==> config.mk <==
export PLATFORM = sky130hd
export DESIGN_NAME = match_timer
export DESIGN_NICKNAME = d
export VERILOG_FILES = /design/src/rtl/match_timer_pkg.sv /design/src/rtl/match_timer_decode.sv /design/src/rtl/match_timer_countdown.sv /design/src/rtl/match_timer_irq.sv /design/src/rtl/match_timer.sv
export SDC_FILE = /design/constraint.sdc
export NUM_CORES = 1
export LEC_CHECK = 0
export ABC_AREA = 1
export BUFFER_PORTS_ARGS = -buffer_cell sky130_fd_sc_hd__buf_2
export CORE_UTILIZATION = 66
export DETAILED_ROUTE_END_ITERATION = 10
export GPL_TIMING_DRIVEN = 0
export PLACE_DENSITY = 0.86
export SLEW_MARGIN = 20
export SYNTH_ARGS = -nofsm -noshare
export SYNTH_HDL_FRONTEND = slang
export SYNTH_SLANG_ARGS = --single-unit
==> constraint.sdc <==
create_clock -name clk -period 8 [get_ports clk]
set_clock_uncertainty 0.1 [all_clocks]
set_input_delay 1.6 -clock clk [delete_from_list [all_inputs] [get_ports clk]]
set_output_delay 1.6 -clock clk [all_outputs]
set_load 0.005 [all_outputs]
==> src/rtl/match_timer_pkg.sv <==
package match_timer_pkg;
  localparam int ADDR_W = 8;
  localparam logic [ADDR_W-1:0] OFS_MATCH  = 8'h00;
  localparam logic [ADDR_W-1:0] OFS_COUNT  = 8'h10;
  localparam logic [ADDR_W-1:0] OFS_STATUS = 8'h14;
  localparam logic [ADDR_W-1:0] OFS_IEN    = 8'h1C;

  typedef enum logic [2:0] {
    SEL_NONE,
    SEL_MATCH,
    SEL_COUNT,
    SEL_STATUS,
    SEL_IEN
  } reg_sel_e;
endpackage

==> src/rtl/match_timer_decode.sv <==
module match_timer_decode
  import match_timer_pkg::*;
(
  input  logic [ADDR_W-1:0] addr,
  input  logic              en,
  input  logic              we,
  output reg_sel_e          sel,
  output logic              wr_match,
  output logic              wr_status,
  output logic              wr_ien
);
  always_comb begin
    case (addr)
      OFS_MATCH:  sel = SEL_MATCH;
      OFS_COUNT:  sel = SEL_COUNT;
      OFS_STATUS: sel = SEL_STATUS;
      OFS_IEN:    sel = SEL_IEN;
      default:    sel = SEL_NONE;
    endcase
  end

  // only defined writable offsets produce strobes; all others fall away
  assign wr_match  = en && we && (sel == SEL_MATCH);
  assign wr_status = en && we && (sel == SEL_STATUS);
  assign wr_ien    = en && we && (sel == SEL_IEN);
endmodule

==> src/rtl/match_timer_countdown.sv <==
module match_timer_countdown #(
  parameter int W = 32
) (
  input  logic         clk,
  input  logic         rst_n,
  input  logic         tick_en,
  input  logic         load,
  input  logic [W-1:0] load_val,
  output logic [W-1:0] count_view,
  output logic         expire
);
  localparam logic [W-1:0] ONES = '1;

  logic [W-1:0] match_q, base_q, remain_q, load_len;
  logic         run_q;

  // distance from the stored counter to the new target, wrapping through zero
  assign load_len = (load_val > base_q) ? (load_val - base_q)
                                        : (load_val + (ONES - base_q));

  assign expire     = run_q && tick_en && !load && (remain_q <= W'(1));
  assign count_view = match_q - remain_q;

  always_ff @(posedge clk or negedge rst_n) begin
    if (!rst_n) begin
      match_q  <= '0;
      base_q   <= '0;
      remain_q <= '0;
      run_q    <= 1'b0;
    end else if (load) begin
      match_q  <= load_val;
      remain_q <= load_len;
      run_q    <= 1'b1;
    end else if (expire) begin
      base_q   <= match_q;
      remain_q <= '0;
      run_q    <= 1'b0;
    end else if (run_q && tick_en) begin
      remain_q <= remain_q - W'(1);
    end
  end


  load_run_chk: assert property (@(posedge clk) disable iff (!rst_n)
    load |=> run_q);


  step_chk: assert property (@(posedge clk) disable iff (!rst_n)
    (run_q && tick_en && !load && remain_q > W'(1)) |=> (remain_q == $past(remain_q) - W'(1)));


  freeze_chk: assert property (@(posedge clk) disable iff (!rst_n)
    (!tick_en && !load) |=> ($stable(remain_q) && $stable(run_q) && $stable(match_q)));


  stopped_hold_chk: assert property (@(posedge clk) disable iff (!rst_n)
    (!run_q && !load) |=> (!run_q && $stable(count_view)));
endmodule

==> src/rtl/match_timer_irq.sv <==
module match_timer_irq (
  input  logic clk,
  input  logic rst_n,
  input  logic set,
  input  logic clr,
  input  logic ien_we,
  input  logic ien_d,
  output logic flag,
  output logic ien,
  output logic irq
);
  always_ff @(posedge clk or negedge rst_n) begin
    if (!rst_n) begin
      flag <= 1'b0;
      ien  <= 1'b0;
    end else begin
      if (set)      flag <= 1'b1;
      else if (clr) flag <= 1'b0;
      if (ien_we)   ien  <= ien_d;
    end
  end

  assign irq = flag && ien;
endmodule

==> src/rtl/match_timer.sv <==
module match_timer
  import match_timer_pkg::*;
#(
  parameter int W = 32
) (
  input  logic              clk,
  input  logic              rst_n,
  input  logic              tick_en,
  input  logic              bus_en,
  input  logic              bus_we,
  input  logic [ADDR_W-1:0] bus_addr,
  input  logic [W-1:0]      bus_wdata,
  output logic [W-1:0]      bus_rdata,
  output logic              irq_o
);
  reg_sel_e     sel;
  logic         wr_match, wr_status, wr_ien;
  logic [W-1:0] count_view;
  logic         expire, flag, ien;

  match_timer_decode u_dec (
    .addr      (bus_addr),
    .en        (bus_en),
    .we        (bus_we),
    .sel       (sel),
    .wr_match  (wr_match),
    .wr_status (wr_status),
    .wr_ien    (wr_ien)
  );

  match_timer_countdown #(.W(W)) u_cnt (
    .clk        (clk),
    .rst_n      (rst_n),
    .tick_en    (tick_en),
    .load       (wr_match),
    .load_val   (bus_wdata),
    .count_view (count_view),
    .expire     (expire)
  );

  match_timer_irq u_irq (
    .clk    (clk),
    .rst_n  (rst_n),
    .set    (expire),
    .clr    (wr_status),
    .ien_we (wr_ien),
    .ien_d  (bus_wdata[0]),
    .flag   (flag),
    .ien    (ien),
    .irq    (irq_o)
  );

  always_comb begin
    case (sel)
      SEL_COUNT:  bus_rdata = count_view;
      SEL_STATUS: bus_rdata = {{(W-1){1'b0}}, flag};
      SEL_IEN:    bus_rdata = {{(W-1){1'b0}}, ien};
      default:    bus_rdata = '0;
    endcase
  end


  expire_flag_chk: assert property (@(posedge clk) disable iff (!rst_n)
    expire |=> flag);


  clear_drop_chk: assert property (@(posedge clk) disable iff (!rst_n)
    (wr_status && !expire) |=> !irq_o);
endmodule

**Word level (Yosys, flattened, before mapping)**

Cells that the tools add are included.

- Order comparisons: 2
- Bitwise logic cells: 1
- Mux-type cells: 10
- Equality and inequality tests: 7
- Reduce and logical (&&, ||, !) cells: 14
- $add $sub $neg: 5

Operators by type and width:

| operator | number |
|---|---|
| $mux 32 | 4 |
| $pmux 32 s3 | 1 |
| $sub 32x32->32 | 2 |
| $add 32x32->32 | 1 |
| $gt 32x32->1 | 1 |
| $le 32x1->1 const B | 1 |
| $sub 32x1->32 const B | 1 |
| $sub 32x32->32 const A | 1 |
| $eq 8x5->1 const B | 3 |
| $pmux 3 s4 | 1 |
| $logic_and 1x1->1 | 8 |
| $logic_not 8->1 | 1 |
| $eq 3x2->1 const B | 2 |
| $mux 1 | 4 |
| $reduce_bool 2->1 | 2 |
| $eq 3x1->1 const B | 1 |
| $eq 3x3->1 const B | 1 |
| $reduce_bool 3->1 | 1 |
| $reduce_and 2->1 | 1 |
| $logic_not 1->1 | 1 |
| $not 1->1 | 1 |

- Bits in registers: 99
- Logic and storage cells: 45
- Input bits: 45
- Output and inout bits: 33

**Longest topological paths before layout**

- Depth in word-level cells: 9
- Mapped depth: 21
- Mapped depth without buffers: 19

**By module**

A second synthesis with hierarchy kept.

- Cell total of the unflattened synthesis: 1793
- Area total of the unflattened synthesis: 11000.6 um^2

By module, submodules not included:

| module | area an instance (um^2) | seq. area each (um^2) | instances | cells each |
|---|---|---|---|---|
| match_timer_countdown | 10318.6 | 2427.3 | 1 | 1672 |
| match_timer | 407.9 | 0.0 | 1 | 73 |
| match_timer_decode | 186.4 | 0.0 | 1 | 36 |
| match_timer_irq | 87.6 | 50.0 | 1 | 12 |

**Least setup slack after synthesis**

OpenSTA, ideal clock, no wires.

- Path kind: input-to-output
- Start: input bus_addr[7]
- End: output bus_rdata[24]
- Slack: 3546 ps
- Stages on the path: 8
- Arrival time: 2754 ps
- Buffers on the path: 1
- Data required time: 6300 ps
- Cell sequence: nor2_1 nand2_1 nor2_2 inv_1 nor2_1 clkbuf_1 o21ai_0 a21oi_1

- Word-level cells in the longest chain between the ends: 4

Ends and longest elaborated chain:

| what | line | source |
|---|---|---|
| from (decl) | match_timer.sv:11 | `input logic [ADDR_W-1:0] bus_addr,` |
| $eq 8x5->1 / $logic_not 8->1 (equally long branches) | match_timer_decode.sv:13 | `case (addr)` |
| $pmux 3 s4 (*) | match_timer_decode.sv:13 |  |
| $eq 3x3->1 / $eq 3x2->1 (equally long branches) | match_timer.sv:54 | `case (sel)` |
| $pmux 32 s3 (*) | match_timer.sv:54 |  |
| to (decl) | match_timer.sv:13 | `output logic [W-1:0] bus_rdata,` |

Mark *: on every way between the ends. The rest lies on a longest branch, timed or not.

**Worst setup path in the final report**

- Start: input bus_addr[7]
- End: output bus_rdata[10]

Same word-level chain as after synthesis.

==> impl_metrics.env <==
export IMPL_synth_most_common_cell="nand2_1"
export IMPL_die_x_um=129
export IMPL_hold_class="reg -> reg"
export IMPL_dr_pass1_iters=6
export IMPL_rows=46
export IMPL_postCtsSetupBuffers=0
export IMPL_synth_seq_cells=99
export IMPL_grt_overflow=0
export IMPL_synth_seq_area_share_pct=23.3
export IMPL_n_fill_cell=1384
export IMPL_placed_cell_area_mm2=0.0113
export IMPL_yosys_top_cells_area="dfrtp_1 (23%), nand2_1 (20%), inv_1 (9.5%)"
export IMPL_synth_cell_types=42
export IMPL_antenna_found_initial=0
export IMPL_vdd_drop_max_uv=100
export IMPL_viasPerCell=5.82
export IMPL_hold_ws_ns=0.392
export IMPL_run_status="complete, no violations"
export IMPL_crit_family="simple AND/OR/NAND/NOR gates"
export IMPL_fin_setup_tns_ns=0
export IMPL_final_seq_area_mm2=0.00248
export IMPL_clk_latency_ns=0.36
export IMPL_cp_max_fo=10
export IMPL_maxUsedRoutingLayer="met4"
export IMPL_drc_errors=0
export IMPL_area_growth_pct=9.61
export IMPL_ys_flop_type="dfrtp_1"
export IMPL_slew_limit_headroom_pct=55.4
export IMPL_gp_congestion=1.08
export IMPL_fmax_ghz=0.195
export IMPL_crit_type="in -> out"
export IMPL_cp_required_ns=6.30
export IMPL_numCtsBuffers=9
export IMPL_num_vias=12200
export IMPL_numPortBuffers=77
export IMPL_setup_violations=0
export IMPL_power_density_mw_per_mm2=195
export IMPL_wl_met2_um=16200
export IMPL_num_io_pins=78
export IMPL_p_leak_uw=0.00660
export IMPL_htree_levels=3
export IMPL_syn_inst=1778
export IMPL_grt_pass1_wl_um=55600
export IMPL_core_area_mm2=0.0158
export IMPL_tightest_slew_ns=0.662
export IMPL_cts_resized=0
export IMPL_wl_met1_um=13900
export IMPL_cts_hold_buffers=0
export IMPL_nets=1981
export IMPL_diodes=0
export IMPL_arrival_ns=3.42
export IMPL_synthArstFlopShare_pct=100
export IMPL_final_max_slew_violation_count=0
export IMPL_drv_cap=0
export IMPL_post_dp_hpwl_um=28900
export IMPL_die_y_um=129
export IMPL_power_uw=2270
export IMPL_final_cells=2088
export IMPL_syn_num_nets=1892
export IMPL_initial_utilization_pct=67.1
export IMPL_dp_cells=2072
export IMPL_avgSynthCellArea_um2=5.98
export IMPL_fin_crit_ns=5.12
export IMPL_synth_top_area_cell="dfrtp_1"
export IMPL_clk_path_buf_depth=2
export IMPL_multi_input_area_mm2=0.00690
export IMPL_final_area_mm2=0.0116
export IMPL_yosys_warnings=0
export IMPL_finalCritPeriodShare_pct=64.0
export IMPL_wl_met3_um=3790
export IMPL_grt_use_total_pct=44.2
export IMPL_synth_common_cells="nand2_1 (571), inv_1 (270), nor2_1 (202), nand3_1 (131), a21oi_1 (105)"
export IMPL_ctsRootBufferMaster="clkbuf_16"
export IMPL_cp_end_kind="output port"
export IMPL_grt_start_max_net_pins=75
export IMPL_path_cells="buf_2 > nor2_1 > nand2_1 > nor2_2 > inv_1 > nor2_1 > clkbuf_1 > o21ai_0 > a21oi_1 > buf_2"
export IMPL_cts_tree="yes"
export IMPL_synth_top_area_share_pct=23.3
export IMPL_cp_buffers_inverters=4
export IMPL_dieArea_mm2=0.0166
export IMPL_wl_per_cell_um=17.2
export IMPL_slowest_delay_ns=0.41
export IMPL_synth_edf_count=0
export IMPL_start_kind="primary input"
export IMPL_finalHoldViolations=0
export IMPL_drtIter0Drc=1300
export IMPL_ant_nets=0
export IMPL_grt_pass1_vias=10800
export IMPL_clk_pin_slew_ns=0.08
export IMPL_synthesis_area_mm2=0.0106
export IMPL_drive_above_1_share_pct=8.65
export IMPL_crit_slowest_cell="clkbuf_1"
export IMPL_clock_sinks=99
export IMPL_grt_setup_unrepaired="no"
export IMPL_drt_wl_total_um=35800
==> path summary, 6_finish.rpt <==
check,start,end,slack (ns),cells after the start
max in group asynchronous,rst_n,u_cnt.base_q[9],6.15,2
min in group asynchronous,rst_n,u_cnt.run_q,1.01,1
max reg2reg,u_cnt.base_q[0],u_cnt.remain_q[27],4.99,17
min reg2reg,u_cnt.match_q[0],u_cnt.match_q[0],0.39,2
max,bus_addr[7],bus_rdata[10],2.88,10
min,u_cnt.match_q[0],u_cnt.match_q[0],0.39,2
==> cells by family (layout without fill, tap and decap cells) <==
group | Yosys count | count (layout) | share of synthesized area [%]
compound gates | 251 | 251 | 13.1
xor+xnor | 55 | 55 | 4.53
fa+ha+maj | 69 | 69 | 8.34
buf+inv | 311 | 405 | 11.7
flops | 99 | 99 | 23.3
simple gates | 993 | 993 | 38.9
==> metrics by stage <==
stage               utilization (%)  setup slack, ns
finish                         73.6             2.88
global route                   73.6             2.73
CTS                            73.6             2.94
detailed placement             71.5             2.93
global placement               71.3             2.98
floorplan                         -             3.55
==> cell type report <==
class | count | area share [%]
sequential | 99 | 21.3
clock inverter | 7 | 0.913
timing repair buffer | 78 | 3.60
clock buffer | 9 | 1.93
multi-input combinational | 1368 | 59.2
buffer | 33 | 1.76
tap | 216 | 2.32
inverter | 278 | 8.96
==> where the power goes <==
group          internal (uW)  total (uW)  switching [uW]
clock network            280         489             209
logic                    350        1080             729
registers                589         707             118
total                   1220        2270            1060
==> layer usage <==
metal	track usage [%]	up-vias
li1	-	5842
met1	55.6	5487
met2	72.1	686
met3	8.07	141
met4	23.9	0
met5	0	-
==> registers in the layout (all words and copies together), names as in the netlist <==
signal,flops
u_irq.flag,1
u_cnt.remain_q,32
u_cnt.match_q,32
u_cnt.run_q,1
u_cnt.base_q,32
u_irq.ien,1
==> placed cells by master (no fill, tap or decap), types with 14 or more instances in the layout <==
cell and instances:
a21oi_1 105, xor2_1 45, nand3_1 131, nand4_1 25
nor2_1 202, o21ai_0 91, ha_1 66, inv_1 270
nand2_2 14, buf_2 84, dfrtp_1 99, nand2_1 571
nor3_1 22
==> tightest hold or removal path, stage by stage, from the launching register on <==
cell and delay, ns:
dfrtp_1 0.35, nand2_1 0.05, o21ai_0 0.06
Power figures use the tool's default switching activity.
